--- src/rtl/bsh_pkg.sv ---
package bsh_pkg;

  typedef enum logic [1:0] {
    SH_LSL = 2'b00,
    SH_LSR = 2'b01,
    SH_ASR = 2'b10,
    SH_ROR = 2'b11
  } sh_kind_e;

  typedef enum logic [1:0] {
    FILL_ZERO = 2'b00,
    FILL_SIGN = 2'b01,
    FILL_WRAP = 2'b10
  } fill_e;

endpackage

--- src/rtl/bsh_mirror.sv ---
module bsh_mirror #(
  parameter int W = 32
) (
  input  logic [W-1:0] din,
  input  logic         flip,
  output logic [W-1:0] dout
);

  for (genvar i = 0; i < W; i++) begin : g_bit
    assign dout[i] = flip ? din[W-1-i] : din[i];
  end

endmodule

--- src/rtl/bsh_stage.sv ---
module bsh_stage #(
  parameter int W    = 32,
  parameter int DIST = 1
) (
  input  logic [W-1:0]   din,
  input  logic           en,
  input  bsh_pkg::fill_e fill,
  input  logic           sign,
  output logic [W-1:0]   dout
);
  import bsh_pkg::*;

  for (genvar i = 0; i < W; i++) begin : g_bit
    logic moved;
    if (i + DIST < W) begin : g_inner
      // source still inside the word
      assign moved = din[i + DIST];
    end else begin : g_edge
      // vacated position: choose the fill
      always_comb begin
        unique case (fill)
          FILL_SIGN: moved = sign;
          FILL_WRAP: moved = din[i + DIST - W];
          default:   moved = 1'b0;
        endcase
      end
    end
    assign dout[i] = en ? moved : din[i];
  end

endmodule

--- src/rtl/bsh_rtree.sv ---
module bsh_rtree #(
  parameter int W  = 32,
  parameter int AW = $clog2(W)
) (
  input  logic [W-1:0]   din,
  input  logic [AW-1:0]  amt,
  input  bsh_pkg::fill_e fill,
  input  logic           sign,
  output logic [W-1:0]   dout
);

  logic [W-1:0] lvl [AW+1];

  assign lvl[0] = din;

  for (genvar k = 0; k < AW; k++) begin : g_stage
    bsh_stage #(
      .W    (W),
      .DIST (1 << k)
    ) u_stage (
      .din  (lvl[k]),
      .en   (amt[k]),
      .fill (fill),
      .sign (sign),
      .dout (lvl[k+1])
    );
  end

  assign dout = lvl[AW];

endmodule

--- src/rtl/barrel_shift_unit.sv ---
module barrel_shift_unit #(
  parameter int W  = 32,
  parameter int AW = $clog2(W)
) (
  input  logic [W-1:0]  op_in,
  input  logic [1:0]    kind,
  input  logic [AW-1:0] amt,
  input  logic          c_in,
  output logic [W-1:0]  res_out,
  output logic          c_out
);
  import bsh_pkg::*;

  sh_kind_e      kind_e;
  logic          go_left;
  logic          amt_zero;
  logic          thru_carry;
  fill_e         fill_sel;
  logic [W-1:0]  pre_word;
  logic [W-1:0]  tree_word;
  logic [W-1:0]  post_word;
  logic [AW-1:0] tap_idx;
  logic          tap_bit;

  assign kind_e     = sh_kind_e'(kind);
  assign go_left    = (kind_e == SH_LSL);
  assign amt_zero   = (amt == '0);
  assign thru_carry = (kind_e == SH_ROR) && amt_zero;

  always_comb begin
    unique case (kind_e)
      SH_ASR:  fill_sel = FILL_SIGN;
      SH_ROR:  fill_sel = FILL_WRAP;
      default: fill_sel = FILL_ZERO;
    endcase
  end

  bsh_mirror #(.W(W)) u_pre (
    .din  (op_in),
    .flip (go_left),
    .dout (pre_word)
  );

  bsh_rtree #(.W(W), .AW(AW)) u_tree (
    .din  (pre_word),
    .amt  (amt),
    .fill (fill_sel),
    .sign (op_in[W-1]),
    .dout (tree_word)
  );

  bsh_mirror #(.W(W)) u_post (
    .din  (tree_word),
    .flip (go_left),
    .dout (post_word)
  );

  // last bit out sits at n-1 of the (possibly mirrored) input word
  assign tap_idx = amt - AW'(1);
  assign tap_bit = pre_word[tap_idx];

  always_comb begin
    if (thru_carry) begin
      res_out = {c_in, op_in[W-1:1]};
      c_out   = op_in[0];
    end else if (amt_zero) begin
      res_out = op_in;
      c_out   = c_in;
    end else begin
      res_out = post_word;
      c_out   = tap_bit;
    end
  end

endmodule

--- config.mk ---
export PLATFORM = sky130hd
export DESIGN_NAME = barrel_shift_unit
export DESIGN_NICKNAME = d
export VERILOG_FILES = /design/src/rtl/bsh_pkg.sv /design/src/rtl/bsh_mirror.sv /design/src/rtl/bsh_stage.sv /design/src/rtl/bsh_rtree.sv /design/src/rtl/barrel_shift_unit.sv
export SDC_FILE = /design/constraint.sdc
export NUM_CORES = 1
export LEC_CHECK = 0
export BUFFER_PORTS_ARGS = -buffer_cell sky130_fd_sc_hd__buf_2
export CAP_MARGIN = 40
export CORE_MARGIN = 5
export CORE_UTILIZATION = 30
export DETAILED_ROUTE_END_ITERATION = 10
export SLEW_MARGIN = 20
export SYNTH_ARGS = -nofsm -noshare
export SYNTH_HDL_FRONTEND = slang
export SYNTH_HIERARCHICAL = 1
export SYNTH_SLANG_ARGS = --single-unit
--- constraint.sdc ---
create_clock -name vclk -period 7.85
set_input_delay 0.3925 -clock vclk [all_inputs]
set_output_delay 0.3925 -clock vclk [all_outputs]
set_load 0.02 [all_outputs]
Yosys cells after proc, flatten, opt, wreduce, memory -nomap -nowiden

Index checks and enable logic that the tools add are counted.

Bits in registers: 0
Bits of input ports: 40
Output and inout bits: 33

Add/subtract/negate cells: 1
Order comparisons: 1
Equal/unequal tests: 4
Muxes and demuxes: 262
Reduce and logical (&&, ||, !) cells: 3

Operators with widths:

| cell                                                                         | number |
|---|---|
| 1-bit 2-to-1 mux                                                             | 227 |
| 32-bit 2-to-1 mux                                                            | 2 |
| 1-bit one-hot mux with 2 select lines                                        | 31 |
| 2-bit equality test, second input constant                                   | 3 |
| 5-bit by 6-bit less-than comparator with 1-bit output, second input constant | 1 |
| 1-bit binary-select mux with 5-bit select                                    | 1 |
| 5-bit zero test                                                              | 1 |
| 5-bit by 1-bit subtractor with 5-bit output, second input constant           | 1 |
| 2-bit one-hot mux with 2 select lines                                        | 1 |
| 2-bit by 1-bit equality test with 1-bit output, second input constant        | 1 |
| 2-bit zero test                                                              | 1 |
| 1-bit logical AND                                                            | 1 |

Depth between registers and ports, before layout

Gate-level depths: netlist of the first run.

Depth after elaboration: 12
Mapped depth: 18
Depth with buffers taken out: 17

Modules after synthesis

Netlist of the first run, hierarchy kept.

Modules (own cells, without submodules):

| module                                 | times used | cells an instance | area an instance (um^2) | sequential area each (um^2) |
|---|---|---|---|---|
| bsh_mirror                             | 2          | 36                | 544.3                   | 0.0 |
| barrel_shift_unit                      | 1          | 149               | 1077.3                  | 0.0 |
| bsh_stage at u_tree.g_stage[4].u_stage | 1          | 81                | 726.9                   | 0.0 |
| bsh_stage at u_tree.g_stage[3].u_stage | 1          | 61                | 593.1                   | 0.0 |
| bsh_stage at u_tree.g_stage[1].u_stage | 1          | 45                | 588.1                   | 0.0 |
| bsh_stage at u_tree.g_stage[0].u_stage | 1          | 43                | 585.6                   | 0.0 |
| bsh_stage at u_tree.g_stage[2].u_stage | 1          | 49                | 584.3                   | 0.0 |

Worst setup path before layout of the first run

Ideal clock, no wire load.

Path type: input to output
Start point: input kind[0]
End point: output res_out[31]
Arrival time: 3290 ps
Data required time: 7457 ps
Slack: 4168 ps
Cell stages on the path: 17
Path buffers: 1
Cells stage by stage: nand2_1 > buf_1 > inv_1 > ha_1 > nand2b_1 > o22ai_1 > inv_1 > o22ai_1 > inv_1 > o22ai_1 > inv_1 > o22ai_1 > inv_1 > o22ai_1 > mux2_4 > nor2_1 > a21oi_1

RTL lines:

| element     | RTL line               | text |
|---|---|---|
| from (decl) | barrel_shift_unit.sv:6 | `input logic [1:0] kind,` |
| to (decl)   | barrel_shift_unit.sv:9 | `output logic [W-1:0] res_out,` |

==> impl_metrics.tcl, run 1 <==
set metrics [dict create \
    synth_fa_ha_area_share_pct 2.625 \
    cp-end-kind "primary output" \
    grt_overflow_total 0 \
    syn2layout_area_growth_pct 4.581 \
    setup-tns-final_ns 0 \
    std_cell_rows 48 \
    viasPerCell 5.328 \
    postCtsSetupBuffers 0 \
    synth-xor-area-share_pct 0.3340 \
    cts_resized 0 \
    hp-class "primary input to primary output" \
    syn_inst 500 \
    place_congestion 0.8761 \
    critical_path_class "primary input to primary output" \
    synthSimpleGateAreaFrac_pct 4.462 \
    final_common_cell "mux2_4" \
    period_share_pct 56.03 \
    final_max_slew_viol_count 0 \
    postSynthAreaPerCell_um2 10.49 \
    ir_worst_vdd_v 0.00007196 \
    die_w_um 142.2 \
    clkbuf_count 0 \
    power_switching_share_pct 49.05 \
    status "finished clean" \
    first_pass_iters 5 \
    antenna_found_initial 0 \
    route.final.wire_length_um 15390 \
    nets 584 \
    io_buffer_count 73 \
    drt_iter0_markers 229 \
    path_max_fanout 34 \
    grt_pass1_vias 3962 \
    synth-warning-count 6 \
    dpl_cell_area_um2 5484 \
    drive_gt1_share_pct 55.93 \
    n_fill_cell 1805 \
    grt_first_pass_wirelength_um 23210 \
    cap_viol_max_count 0 \
    seq_cells 0 \
    fin_util_pct 31.82 \
    dieArea_um2 20220 \
    crit_path_start_kind "primary input" \
    syn_nets 551 \
    p_clk_share_pct 0 \
    stdcell_area_um2 5484 \
    relSlewSlack_pct 52.88 \
    min_period_ns 4.398 \
    grt_max_degree 66 \
    rsz0062_at_grt "false" \
    switching_power_mw 0.2695 \
    arrival_ns 4.01 \
    ctsHoldBuffers 0 \
    design.core.area_um2 17240 \
    die-height_um 142.2 \
    final_cell_mix "179 x mux2_4, 73 x buf_2, 45 x inv_1" \
    p_int_mw 0.2799 \
    ys_seq_area_share_pct 0 \
    syn-cell-area_um2 5244 \
    avgRoutedWirePerCell_um 20.36 \
    synth_top_family_by_area "multiplexers" \
    yosys-mux-area-fraction_pct 65.19 \
    grtUsageTotal_pct 14.33 \
    initial_core_util_pct 30.42 \
    synth_cell_types 32 \
    worst_slew_pin_slew_ns 0.7044 \
    fin_hold_ws_ns 1.263 \
    p_per_area_nw_per_um2 100.2 \
    ioPinCount 73 \
    seq_area_um2 0 \
    n_antenna_cell 0 \
    final_cells 756 \
    dpl.hpwl_um 12550 \
    hold_viol_final 0 \
    synth-compound-area-share_pct 13.17 \
    pwr-share-comb_pct 100.0 \
    p_leak_nw 2.711 \
    num_vias 4028 \
    dp.cells 756 \
    setup_viol 0 \
    drc 0 \
    seq_power_share_pct 0 \
    max_freq_mhz 227.4 \
    required_ns 7.46 \
    ant_nets 0 \
]
[metrics by stage]
stage / setup slack, ns / total power, mW
after floorplan: 4.168 / 0.4290
after global placement: 3.380 / 0.5390
after detailed placement: 3.477 / 0.5440
after CTS: 3.465 / 0.5464
after global routing: 3.310 / 0.5803
final: 3.452 / 0.5494
[logic make-up (layout without fill, tap and decap cells)]
kind of cell / count (synthesis) / count (layout)
mux: 238 / 238
compound gates: 100 / 100
buf+inv: 97 / 128
simple gates: 52 / 52
fa+ha+maj: 11 / 11
xor+xnor: 2 / 2
[layout make-up]
class	count	area, µm²	share of cell area, %
multi-input combinational	403	4516	82.34
timing repair buffer	83	518.0	9.446
tap	225	281.5	5.133
inverter	45	168.9	3.080
[critical path, stage by stage]
cell and delay [ns]:
buf_2 0.13, nor2_4 0.09, buf_4 0.46, buf_12 0.33
mux2_4 0.35, mux2_4 0.28, mux2_4 0.29, mux2_4 0.28
mux2_4 0.28, a22oi_1 0.20, o22ai_1 0.13, mux2_4 0.30
nor2_1 0.18, a21oi_1 0.09, buf_2 0.21
[power by group through the flow]
| stage | sequential [mW] | combinational (mW) | clock [mW] |
|---|---|---|---|
| after detailed placement | 0 | 0.544 | 0 |
| after CTS | 0 | 0.546 | 0 |
| after global placement | 0 | 0.539 | 0 |
| final | 0 | 0.549 | 0 |
| after floorplan | 0 | 0.429 | 0 |
| after global routing | 0 | 0.580 | 0 |
[per-layer routing]
metal  global-route usage [%]  up-vias  routed length (µm)
met2                    25.17      107                7570
met3                    1.008       18                 656
met4                    2.778        0                 357
met1                    19.38     1981                6805
met5                        0        -                   0
li1                         -     1922                   -
[final timing paths]
| path | start | to | cells after the start |
|---|---|---|---|
| max | kind[1] | res_out[29] | 15 |
| min | op_in[7] | res_out[6] | 4 |
[Yosys cell counts, drive strengths merged]
cell type  number  area share [%]
nor2b           2            0.24
nand2           1           0.072
nor3            1           0.095
or3             1            0.12
o2111ai         1            0.17
a22oi          32             4.6
xor2            2            0.33
nor2           35             2.5
clkbuf          5            0.41
mux2i          34             6.5
nor4b           1            0.17
mux2          196              55
a21oi          33             3.1
inv            45             3.2
nand2b          6            0.76
mux4            8             3.8
o22ai          31             4.9
ha             11             2.6
buf            47              11
a31oi           1            0.12
o21ai           1           0.095
o32ai           1            0.17
or2             1            0.12
nand3           4            0.38
(Power assumes the default switching activity.)
==> run 2: changes to the inputs <==
--- a/config.mk
+++ b/config.mk
@@ -5,6 +5,7 @@
 export SDC_FILE = /design/constraint.sdc
 export NUM_CORES = 1
 export LEC_CHECK = 0
+export ABC_AREA = 1
 export BUFFER_PORTS_ARGS = -buffer_cell sky130_fd_sc_hd__buf_2
 export CAP_MARGIN = 40
 export CORE_MARGIN = 5
==> constraint.sdc (replaced) <==
create_clock -name vclk -period 3.7
set_input_delay 0.185 -clock vclk [all_inputs]
set_output_delay 0.185 -clock vclk [all_outputs]
set_load 0.02 [all_outputs]
==> run 2 against run 1 <==
Compared with the run above:
- setup slack got worse by 3.0 ns
- via count grew 54%
- worst hold slack lost 0.48 ns
- critical path type unchanged
- critical endpoint is now res_out[5]
- largest cell class unchanged
- highest routed layer unchanged
==> impl_metrics.tcl, run 2 <==
set metrics [dict create \
    max_freq_mhz 305.4 \
    place_congestion 0.9646 \
    rsz0062_at_grt "false" \
    syn2layout_area_growth_pct 4.157 \
    cp-end-kind "primary output" \
    clkbuf_count 0 \
    std_cell_rows 45 \
    grt_first_pass_wirelength_um 28320 \
    path_max_fanout 10 \
    p_per_area_nw_per_um2 160.9 \
    initial_core_util_pct 30.86 \
    hold_viol_final 0 \
    nets 1089 \
    ys_top_cells_by_area "nand2_1 49%, inv_1 8.0%, o21ai_0 5.6%" \
    yosys-top-cells-count "622 x nand2_1, 101 x inv_1, 53 x o21ai_0" \
    syn_inst 1015 \
    avgRoutedWirePerCell_um 14.82 \
    final_max_slew_viol_count 0 \
    synth_top_area_share_pct 49.40 \
    synth-warning-count 6 \
    seq_cells 0 \
    n_fill_cell 1849 \
    fin_hold_ws_ns 0.7797 \
    p_leak_nw 3.018 \
    final_common_cell "nand2_1" \
    final_cell_mix "622 x nand2_1, 101 x inv_1, 73 x buf_2" \
    drive_gt1_share_pct 13.22 \
    setup-tns-final_ns 0 \
    num_vias 6198 \
    ioPinCount 73 \
    seq_area_um2 0 \
    ant_nets 0 \
    ctsHoldBuffers 0 \
    grt_pass1_vias 5472 \
    drc 0 \
    design.core.area_um2 15310 \
    die-height_um 135.5 \
    worst_slew_pin_slew_ns 0.6218 \
    status "finished clean" \
    grt_max_degree 50 \
    die_w_um 135.5 \
    required_ns 3.51 \
    io_buffer_count 73 \
    period_share_pct 88.49 \
    hold_path_depth 4 \
    dpl_cell_area_um2 4916 \
    postSynthAreaPerCell_um2 4.656 \
    syn-cell-area_um2 4726 \
    dp.cells 1246 \
    ir_worst_vdd_v 0.00004314 \
    arrival_ns 3.09 \
    min_period_ns 3.274 \
    viasPerCell 4.970 \
    cap_viol_max_count 0 \
    synth_cell_types 34 \
    syn_nets 1066 \
    stdcell_area_um2 4922 \
    power_mw 0.7919 \
    crit_path_start_kind "primary input" \
    cts_resized 0 \
    dpl.hpwl_um 14650 \
    drt_iter0_markers 783 \
    critical_path_class "primary input to primary output" \
    postCtsSetupBuffers 0 \
    yosysMostFrequentCell "nand2_1" \
    hp-class "primary input to primary output" \
    grtUsageTotal_pct 18.91 \
    ys_seq_area_share_pct 0 \
    final_cells 1247 \
    antenna_found_initial 0 \
    relSlewSlack_pct 58.50 \
    n_antenna_cell 0 \
    dieArea_um2 18360 \
    setup_viol 0 \
    yosysTopAreaCell "nand2_1" \
    grt_overflow_total 0 \
    route.final.wire_length_um 18480 \
    first_pass_iters 5 \
]
-- run 2: cell count changes in the layout (fill, tap and decap cells not counted), moves of 17 or more --
cell,change
o21ai_1,+40
mux2_2,-17
nor2_1,-29
o21ai_0,+52
o22ai_1,-21
a22oi_1,-31
mux2_4,-179
inv_1,+56
nand2_2,+22
a21oi_1,-33
mux2i_1,-34
nand3_1,+36
nand2_1,+622
-- run 2: stage by stage --
stage	worst slack [ns]	util, %
2_1_floorplan	1.321	-
3_3_place_gp	0.3551	32.10
3_5_place_dp	0.3533	32.10
4_1_cts	0.3370	32.10
5_1_grt	0.1686	32.14
6_report	0.4257	32.14
-- run 2: layout make-up --
class	count	area, µm²	share of cell area (%)
inverters	112	442.9	8.998
multi-input cells	843	3790	77.00
well taps	211	264.0	5.363
repair buffers	81	425.4	8.643
-- run 2: path summary, 6_finish.rpt --
check | end | slack, ns | startpoint
setup / recovery | res_out[5] | 0.43 | kind[0]
hold / removal | res_out[31] | 0.78 | c_in
-- run 2: logic make-up after synthesis --
group / synth area share (%)
and+or+nand+nor: 59.33
adders and majority gates: 2.912
AOI/OAI and AO/OA: 17.29
xor gates and xnor gates: 0.3707
buffers and inverters: 20.10
-- run 2: layer usage --
layer,part of all wire [%],GRT usage (%),up-vias
met5,0,0,-
met4,3.7,6.047,0
met3,7.0,1.560,37
met2,45,30.31,242
met1,45,26.73,2755
li1,-,-,3164
-- run 2: worst max-delay path, stage by stage --
cell	delay (ns)
buf_2	0.15
nor2_2	0.52
nand2_1	0.10
nand2_1	0.18
nand2_1	0.07
o21ai_1	0.16
nand2_1	0.08
o21ai_0	0.14
nand2_1	0.10
nand2_1	0.09
inv_1	0.05
o21ai_0	0.38
nand2_1	0.10
nand2_1	0.09
nand2_1	0.06
nand2_1	0.09
nand2_1	0.06
nand2_1	0.10
nand2_1	0.07
o311ai_1	0.09
buf_2	0.21
-- run 2: power breakdown --
group / leakage (nW) / internal (mW) / switching (mW)
combinational: 3.02 / 0.236 / 0.556
sequential: 0 / 0 / 0
clock: 0 / 0 / 0
